## src/rtl/fbdiv_pkg.sv

```systemverilog
package fbdiv_pkg;
  localparam int A_W       = 4;
  localparam int M_W       = 10;
  localparam int WORD_W    = 24;
  localparam int CTL_W     = 2;
  localparam int A_LSB     = CTL_W;
  localparam int M_LSB     = A_LSB + A_W;
  localparam int SENSE_BIT = M_LSB + M_W;
  localparam int MODE_BIT  = SENSE_BIT + 1;
  localparam int SAFE_MIN  = 3;

  typedef struct packed {
    logic           mode89;
    logic           sense;
    logic [M_W-1:0] m;
    logic [A_W-1:0] a;
  } div_cfg_t;

  typedef enum logic [CTL_W-1:0] {
    CTL_BANK_A = 2'b00,
    CTL_AONLY  = 2'b01,
    CTL_BANK_B = 2'b10,
    CTL_REFW   = 2'b11
  } ctl_code_t;
endpackage

```

## src/rtl/fbdiv_shift.sv

```systemverilog
module fbdiv_shift
  import fbdiv_pkg::*;
(
  input  logic     clk,
  input  logic     rst_n,
  input  logic     ser_en,
  input  logic     ser_stb,
  input  logic     ser_dat,
  output logic     wr_full,
  output logic     wr_aonly,
  output div_cfg_t cfg_in
);
  logic [WORD_W-1:0] sr_q, sr_d;
  logic              en_q;
  logic              fall;
  ctl_code_t         code;

  always_comb begin
    sr_d = sr_q;
    if (ser_en && ser_stb) sr_d = {sr_q[WORD_W-2:0], ser_dat};
  end

  always_ff @(posedge clk or negedge rst_n) begin
    if (!rst_n) begin
      sr_q <= '0;
      en_q <= 1'b0;
    end else begin
      sr_q <= sr_d;
      en_q <= ser_en;
    end
  end

  always_comb begin
    fall          = en_q & ~ser_en;
    code          = ctl_code_t'(sr_q[CTL_W-1:0]);
    wr_full       = fall && (code == CTL_BANK_A || code == CTL_BANK_B);
    wr_aonly      = fall && (code == CTL_AONLY);
    cfg_in.a      = sr_q[A_LSB +: A_W];
    cfg_in.m      = sr_q[M_LSB +: M_W];
    cfg_in.sense  = sr_q[SENSE_BIT];
    cfg_in.mode89 = sr_q[MODE_BIT];
  end
endmodule

```

## src/rtl/fbdiv_bank.sv

```systemverilog
module fbdiv_bank
  import fbdiv_pkg::*;
(
  input  logic           clk,
  input  logic           rst_n,
  input  logic           sel,
  input  logic           wr_full,
  input  logic           wr_aonly,
  input  div_cfg_t       cfg_in,
  input  logic [M_W-1:0] m_rem,
  input  logic           reload,
  output div_cfg_t       act,
  output logic [A_W-1:0] reload_a,
  output logic           a_err
);
  div_cfg_t       full_fix, sel_cfg, act_d;
  logic [A_W-1:0] aonly_fix, anew_q, anew_d;
  logic           full_bad, aonly_bad, apend_q, apend_d;
  logic           sel_q, pend_q, pend_d, safe, xfer, err_d;

  always_comb begin
    full_bad  = cfg_in.mode89 && cfg_in.a[A_W-1];
    aonly_bad = act.mode89 && cfg_in.a[A_W-1];
    full_fix  = cfg_in;
    if (full_bad) full_fix.a[A_W-1] = 1'b0;
    aonly_fix = cfg_in.a;
    if (aonly_bad) aonly_fix[A_W-1] = 1'b0;
  end

  genvar b;
  generate
    for (b = 0; b < 2; b++) begin : g_bank
      div_cfg_t q, d;
      always_comb begin
        d = q;
        if (wr_full && (sel != 1'(b))) d = full_fix;
        if (wr_aonly && (sel == 1'(b))) d.a = aonly_fix;
      end
      always_ff @(posedge clk or negedge rst_n) begin
        if (!rst_n) q <= '0;
        else        q <= d;
      end
    end
  endgenerate

  always_comb begin
    sel_cfg  = sel ? g_bank[1].q : g_bank[0].q;
    safe     = (m_rem > M_W'(SAFE_MIN)) || (m_rem == '0);
    xfer     = pend_q && safe;
    pend_d   = (sel != sel_q) || (pend_q && !xfer);
    act_d    = act;
    if (xfer) act_d = sel_cfg;
    apend_d  = apend_q;
    anew_d   = anew_q;
    if (reload && apend_q) begin
      act_d.a = anew_q;
      apend_d = 1'b0;
    end
    if (wr_aonly) begin
      apend_d = 1'b1;
      anew_d  = aonly_fix;
    end
    reload_a = apend_q ? anew_q : act.a;
    err_d    = (wr_full && full_bad) || (wr_aonly && aonly_bad);
  end

  always_ff @(posedge clk or negedge rst_n) begin
    if (!rst_n) begin
      act     <= '0;
      sel_q   <= 1'b0;
      pend_q  <= 1'b1;
      apend_q <= 1'b0;
      anew_q  <= '0;
      a_err   <= 1'b0;
    end else begin
      act     <= act_d;
      sel_q   <= sel;
      pend_q  <= pend_d;
      apend_q <= apend_d;
      anew_q  <= anew_d;
      a_err   <= err_d;
    end
  end
endmodule

```

## src/rtl/fbdiv_count.sv

```systemverilog
module fbdiv_count
  import fbdiv_pkg::*;
(
  input  logic           clk,
  input  logic           rst_n,
  input  logic           pre_pulse,
  input  logic [M_W-1:0] ld_m,
  input  logic [A_W-1:0] ld_a,
  output logic [M_W-1:0] m_rem,
  output logic           reload,
  output logic           mod_ctl,
  output logic           fb_pulse
);
  logic [M_W-1:0] m_d;
  logic [A_W-1:0] a_q, a_d;
  logic           fb_d;

  always_comb begin
    m_d    = m_rem;
    a_d    = a_q;
    fb_d   = 1'b0;
    reload = 1'b0;
    if (pre_pulse) begin
      if (m_rem <= M_W'(1)) begin
        fb_d = (m_rem == M_W'(1));
        if (ld_m != '0) begin
          m_d    = ld_m;
          a_d    = ld_a;
          reload = 1'b1;
        end else begin
          m_d = '0;
          a_d = '0;
        end
      end else begin
        m_d = m_rem - M_W'(1);
        if (a_q != '0) a_d = a_q - A_W'(1);
      end
    end
    mod_ctl = (a_q != '0);
  end

  always_ff @(posedge clk or negedge rst_n) begin
    if (!rst_n) begin
      m_rem    <= '0;
      a_q      <= '0;
      fb_pulse <= 1'b0;
    end else begin
      m_rem    <= m_d;
      a_q      <= a_d;
      fb_pulse <= fb_d;
    end
  end
endmodule

```

## src/rtl/fbdiv_ctrl.sv

```systemverilog
module fbdiv_ctrl
  import fbdiv_pkg::*;
(
  input  logic clk,
  input  logic rst_n,
  input  logic ser_en,
  input  logic ser_stb,
  input  logic ser_dat,
  input  logic buf_sel,
  input  logic pre_pulse,
  output logic mod_ctl,
  output logic fb_pulse,
  output logic pd_sense,
  output logic pre_mode89,
  output logic a_err
);
  logic [1:0]     rst_pipe;
  logic           rst_s_n;
  logic           wr_full, wr_aonly, reload;
  div_cfg_t       cfg_in, act;
  logic [M_W-1:0] m_rem;
  logic [A_W-1:0] reload_a;

  always_ff @(posedge clk or negedge rst_n) begin
    if (!rst_n) rst_pipe <= 2'b00;
    else        rst_pipe <= {rst_pipe[0], 1'b1};
  end
  assign rst_s_n = rst_pipe[1];

  fbdiv_shift u_shift (
    .clk(clk), .rst_n(rst_s_n), .ser_en(ser_en), .ser_stb(ser_stb),
    .ser_dat(ser_dat), .wr_full(wr_full), .wr_aonly(wr_aonly), .cfg_in(cfg_in)
  );

  fbdiv_bank u_bank (
    .clk(clk), .rst_n(rst_s_n), .sel(buf_sel), .wr_full(wr_full),
    .wr_aonly(wr_aonly), .cfg_in(cfg_in), .m_rem(m_rem), .reload(reload),
    .act(act), .reload_a(reload_a), .a_err(a_err)
  );

  fbdiv_count u_count (
    .clk(clk), .rst_n(rst_s_n), .pre_pulse(pre_pulse), .ld_m(act.m),
    .ld_a(reload_a), .m_rem(m_rem), .reload(reload), .mod_ctl(mod_ctl),
    .fb_pulse(fb_pulse)
  );

  assign pd_sense   = act.sense;
  assign pre_mode89 = act.mode89;
endmodule

```

## config.mk

```make
export PLATFORM = sky130hd
export DESIGN_NAME = fbdiv_ctrl
export DESIGN_NICKNAME = d
export VERILOG_FILES = /design/src/rtl/fbdiv_pkg.sv /design/src/rtl/fbdiv_shift.sv /design/src/rtl/fbdiv_bank.sv /design/src/rtl/fbdiv_count.sv /design/src/rtl/fbdiv_ctrl.sv
export SDC_FILE = /design/constraint.sdc
export NUM_CORES = 1
export LEC_CHECK = 0
export ABC_AREA = 1
export BUFFER_PORTS_ARGS = -buffer_cell sky130_fd_sc_hd__buf_2
export CELL_PAD_IN_SITES_DETAIL_PLACEMENT = 0
export CELL_PAD_IN_SITES_GLOBAL_PLACEMENT = 1
export CORE_MARGIN = 2
export CORE_UTILIZATION = 42
export CTS_BUF_LIST = sky130_fd_sc_hd__clkbuf_16
export DETAILED_ROUTE_END_ITERATION = 8
export PLACE_DENSITY = 0.77
export SYNTH_ARGS = -nofsm -noshare
export SYNTH_HDL_FRONTEND = slang
export SYNTH_SLANG_ARGS = --single-unit
```

## constraint.sdc

```tcl
create_clock -name clk -period 2.73 [get_ports clk]
set_input_delay 0.1365 -clock clk [delete_from_list [all_inputs] [get_ports clk]]
set_output_delay 0.1365 -clock clk [all_outputs]
set_load 0.05 [all_outputs]
```

==> flow_summary.toml, run 1 <==
[clock_tree]
htreeDepth = 3
cts_tree = "yes"
clockBufferDepth = 2
path_clk_slew_ns = 0.07
clk_latency_ns = 0.34
root_buffer = "clkbuf_16"
post_cts_buffers = 0
cts_sinks = 92
cts_buffers = 9

[setup_path]
startpoint_type = "register"
crit_arrival_ns = 2.03
critical_path_class = "reg -> reg"
critPathMaxFanout = 11
critical_path.endpoint_type = "register"
cp_data_required_time_ns = 2.96

[placed_design]
hpwl_um = 5637
pre_cts_ws_ns = 0.9503
portBuffers = 11
place_congestion = 0.7595
placed_cell_area_um2 = 4345

[yosys]
synth_compound_area_share_pct = 11.10
synth_top_area_share_pct = 54.90
async_flop_share_pct = 100.0
synth.yosys.seq_area_share_pct = 55.54
ys_top_cells_by_count = "nand2_1, dfrtp_1, o21ai_0, inv_1, nor2_1"
ys_warn_count = 0
ys_types = 30
syn_area_per_cell_um2 = 8.329
syn_nets = 510
synth_flop_cell = "dfrtp_1"
synth_top_family_by_area = "simple AND/OR/NAND/NOR gates"
syn-instance-count = 498
synth-seq-cells = 92
yosysMostFrequentCell = "nand2_1"
synth.largest_area_cell = "dfrtp_1"
syn_area_um2 = 4148
synthMuxAreaShare_pct = 0.5128
netlist_top_cells_area = "dfrtp_1, nand2_1, o21ai_0"
synth_simple_gate_area_share_pct = 22.93
synth_edf_count = 0
synth_adder_area_share_pct = 1.508
synthXorXnorAreaFrac_pct = 1.478

[sta]
fin_ws_ns = 0.9350
fin_skew_ns = 0.006167
setup-tns-final_ns = 0
worstMarginPinSlew_ns = 0.9638
min_period_over_period_pct = 65.75
max_freq_mhz = 557.1
rsz0062_at_grt = "no"
finalSetupViolCount = 0
relSlewSlack_pct = 35.59
timing.final.max_slew_violations = 0
hold_viol = 0
fin_crit_ns = 1.795

[floorplanning]
start_util_pct = 42.83
dieArea_um2 = 10690
core_region_area_um2 = 9684
num_rows = 36
dieWidth_um = 103.4
die_height_um = 103.4
pin_count = 12

[final_layout]
fin_nets = 522
stdcell_area_um2 = 4705
drive_gt1_share_pct = 7.961
syn2layout_area_growth_pct = 13.42
antenna_cells = 0
fin_util_pct = 48.58

[status]
outcome = "finished, final reports clean"

[drt]
dr.first_iter.drc_count = 178
ant_nets = 0
vias = 3107
drt-vias-per-instance = 4.795
drcViolationCount = 0
drtPass1Iterations = 4
wl_per_cell_um = 13.00
wl_um = 8426

[power_and_ir_drop]
pwr_density_cell_nw_per_um2 = 903.1
vdd_ir_drop_max_mv = 0.3999
leakage_nw = 2.261

[job]
maxCapViolCount = 0

[global_routing]
grt_pass1_wl_um = 14660
antenna_found_initial = 0
grt_pass1_vias = 3028
gr-total-overflow = 0
grt_use_total_pct = 17.75
grt_max_degree = 51

[worst_hold_path]
min_path_type = "in -> reg"
final cells by class:
| cell class | instances | area [um2] |
|---|---|---|
| fillers | 943 | 4980 |
| clock inverters | 7 | 113.9 |
| multi-input cells | 335 | 1564 |
| well taps | 133 | 166.4 |
| flip-flops and latches | 92 | 2307 |
| inverters | 54 | 202.7 |
| repair buffers | 18 | 125.1 |
| clock buffers | 9 | 225.2 |
cells by family (layout without fill, tap and decap cells):
group / count (synthesis) / count (layout)
multiplexers: 2 / 2
buffers and inverters: 71 / 88
AO/OA/AOI/OAI: 88 / 88
AND/OR/NAND/NOR: 232 / 232
adder cells (fa/ha/maj): 5 / 5
XOR/XNOR: 7 / 7
flip-flops: 92 / 92
other: 1 / 1
report_power, final:
part / internal (mW) / switching, mW / leakage [nW]
Combinational: 0.331 / 0.550 / 0.932
Sequential: 1.72 / 0.233 / 1.17
Clock: 0.892 / 0.525 / 0.161
final timing paths:
kind                                  start               to  slack, ns  cells past startpoint
max                        u_count.m_rem[0]    u_bank.act[2]       0.93                      9
min                                 ser_dat  u_shift.sr_q[0]       0.05                      3
max reg2reg                u_count.m_rem[0]    u_bank.act[2]       0.93                      9
min reg2reg                     rst_pipe[0]      rst_pipe[1]       0.36                      0
max in group asynchronous       rst_pipe[1]    u_bank.pend_q       1.64                      1
min in group asynchronous             rst_n      rst_pipe[1]       0.11                      2
routing by layer:
| metal | global-route usage [%] | up-vias | part of all wire (%) |
|---|---|---|---|
| li1 | - | 1599 | - |
| met1 | 25.33 | 1464 | 51 |
| met2 | 27.34 | 32 | 46 |
| met3 | 2.823 | 12 | 2.0 |
| met4 | 6.781 | 0 | 1.8 |
| met5 | 0 | - | 0 |
registers in the layout, summed over array words and instances, names as in the netlist:
| register | cells |
|---|---|
| u_bank.a_err | 1 |
| u_bank.apend_q | 1 |
| u_bank.anew_q | 4 |
| u_count.fb_pulse | 1 |
| u_bank.g_bank.q | 32 |
| u_count.m_rem | 10 |
| u_bank.pend_q | 1 |
| u_bank.act | 16 |
| u_bank.sel_q | 1 |
| u_shift.en_q | 1 |
| u_shift.sr_q | 18 |
| u_count.a_q | 4 |
| rst_pipe | 2 |
worst max-delay path: stages, from the launching register on:
cell and delay [ns]:
dfrtp_1 0.41, inv_1 0.11, ha_1 0.19, nor2_1 0.06
inv_1 0.12, nand3_4 0.13, nor2_2 0.39, nand3_1 0.13
nand2_1 0.10, nand2_1 0.05
through the flow:
stage	instances	total power [mW]	hold slack (ns)
after global routing	648	4.558	0.07956
after CTS	648	4.296	0.04599
after floorplan	498	2.627	-0.1591
after detailed placement	630	2.861	-0.07710
final	648	4.248	0.05403
after global placement	630	2.835	-0.07948
cells in the final DEF (no fill, tap or decap), drive strengths merged:
cell type,n
or2,1
mux2i,1
xor2,6
clkbuf,9
nor2,38
bufinv,3
a31oi,12
conb,1
nand2,162
and3,1
xnor2,1
dlygate4sd3,2
o21ai,67
dfstp,1
mux2,1
inv,54
nor3b,1
o211ai,2
clkinvlp,1
nand3,23
clkinv,3
buf,16
nor3,2
a21oi,7
ha,5
dfrtp,91
nand4,4
repair_timing:
| action | 4_1_cts | 5_1_grt |
|---|---|---|
| resized for setup | 0 | 0 |
| hold buffers | 2 | 0 |
| hold endpoints to repair | 3 | 0 |
Note: power is estimated with default switching activity, not from simulation.
==> run 2, diff against run 1 <==
==> constraint.sdc (replaced) <==
create_clock -name clk -period 1.6 [get_ports clk]
set_input_delay 0.08 -clock clk [delete_from_list [all_inputs] [get_ports clk]]
set_output_delay 0.08 -clock clk [all_outputs]
set_load 0.05 [all_outputs]
==> run 2 against run 1 <==
Net effect: worst setup slack got worse by 0.92 ns; cell count increased by 3.1%; sequential power increased by 70%; critical endpoint is now u_bank.act[1]; die area unchanged; register-to-register slack got worse by 0.92 ns; non-clock buffer count increased by 20; clock-buffer cell count unchanged.
==> flow_summary.toml, run 2 (synthesized netlist as in run 1, its figures left out) <==
[floorplanning]
die_height_um = 103.4
dieArea_um2 = 10690
num_rows = 36
pin_count = 12
start_util_pct = 42.83
dieWidth_um = 103.4
core_region_area_um2 = 9684

[global_routing]
grt_pass1_wl_um = 14760
grt_max_degree = 38
grt_pass1_vias = 3208
antenna_found_initial = 0
gr-total-overflow = 0
grt_use_total_pct = 17.55

[clock_tree]
path_clk_slew_ns = 0.06
cts_sinks = 92
htreeDepth = 3
root_buffer = "clkbuf_16"
cts_tree = "yes"
clk_latency_ns = 0.34
clockBufferDepth = 2
cts_buffers = 9

[drt]
dr.first_iter.drc_count = 164
ant_nets = 0
drt-vias-per-instance = 4.843
drcViolationCount = 0
vias = 3235
wl_per_cell_um = 12.90
wl_um = 8619
drtPass1Iterations = 4

[setup_path]
startpoint_type = "register"
r2r_cells = 10
critical_path_class = "reg -> reg"
timing.rr.start = "u_count.m_rem[3]"
critPathMaxFanout = 8
timing.rr.end = "u_bank.act[1]"
critical_path.endpoint_type = "register"
rrSetupSlack_ns = 0.02
cp_data_required_time_ns = 1.83
timing.critical_path.to = "u_bank.act[1]"
crit_path_start = "u_count.m_rem[3]"
crit_arrival_ns = 1.81

[final_layout]
layout_commonest_cell = "nand2_1"
syn2layout_area_growth_pct = 20.51
top_register = "u_bank.g_bank.q"
reg_top3 = "u_bank.g_bank.q: 32 flops, u_shift.sr_q: 18 flops, u_bank.act: 16 flops"
largest_register_ff_count = 32
stdcell_area_um2 = 4999
drive_gt1_share_pct = 15.89
fin_nets = 542
antenna_cells = 0
layout.cells.most_common_list = "nand2_1, dfrtp_1, o21ai_0"
layout.cells.non_filler = 668

[sta]
setup-tns-final_ns = 0
timing.final.max_slew_violations = 0
hold_viol = 0
min_period_over_period_pct = 98.89
max_freq_mhz = 632.0
finalSetupViolCount = 0
fin_skew_ns = 0.007143
fin_crit_ns = 1.582

[power_and_ir_drop]
pwr_density_cell_nw_per_um2 = 1448
vdd_ir_drop_max_mv = 0.6862
leakage_nw = 2.379
total_power_mw = 7.240

[placed_design]
portBuffers = 11
hpwl_um = 5643
placed_cell_area_um2 = 4438
place_congestion = 0.7749
dp_cells = 639

[job]
maxCapViolCount = 0

[worst_hold_path]
min_path_type = "in -> async"

[status]
outcome = "finished, final reports clean"
[run 2: layout make-up]
| class | instances | area, um2 |
|---|---|---|
| inverter | 54 | 207.7 |
| clock buffer | 9 | 225.2 |
| sequential | 92 | 2308 |
| tap | 133 | 166.4 |
| timing repair buffer | 38 | 349.1 |
| fill | 922 | 4686 |
| clock inverter | 7 | 73.82 |
| multi-input combinational | 335 | 1668 |
[run 2: repair_timing]
item | 4_1_cts | 5_1_grt
gates cloned | 0 | 2
hold endpoints to repair | 4 | 0
pin swaps | 0 | 10
endpoints found under the setup margin | 6 | 22
gates resized for setup | 2 | 37
setup buffers | 0 | 8
hold buffers | 3 | 0
[run 2: worst min path at each step]
stage,from,depth (start not counted),slack (ns),endpoint
floorplan,rst_n,0,-0.22,rst_pipe[0]
global placement,rst_n,1,-0.14,rst_pipe[0]
detailed placement,rst_n,1,-0.13,rst_pipe[0]
CTS,rst_n,2,0.05,rst_pipe[1]
global route,rst_n,2,0.05,rst_pipe[1]
finish,rst_n,2,0.06,rst_pipe[1]
[run 2: critical path: stages, from the launching register on]
cell,delay (ns)
dfrtp_2,0.44
nor2_1,0.12
nand2_1,0.12
nor2_4,0.19
buf_4,0.16
a21oi_4,0.09
buf_12,0.16
nand2_1,0.06
nand2_1,0.06
nand2_1,0.05
nand2_1,0.04
[run 2: through the flow]
| stage | utilization [%] | hold slack (ns) | setup WS [ns] |
|---|---|---|---|
| final | 51.62 | 0.05771 | 0.01770 |
| after global placement | 45.83 | -0.1358 | 0.02661 |
| after CTS | 49.33 | 0.05247 | -0.01998 |
| after global routing | 51.62 | 0.05416 | -0.07037 |
| after floorplan | - | -0.2156 | 0.05087 |
| after detailed placement | 45.83 | -0.1330 | -0.02900 |
[run 2: report_power, final]
group | internal [mW] | total [mW] | switching, mW
clock network | 1.22 | 2.13 | 0.906
logic | 0.732 | 1.80 | 1.07
registers | 2.93 | 3.32 | 0.384
total | 4.88 | 7.24 | 2.36
[run 2: layer usage]
layer,GRT usage (%),wire length [um]
met4,5.769,94
met5,0,0
met3,3.024,234
met2,28.09,4037
met1,24.39,4253
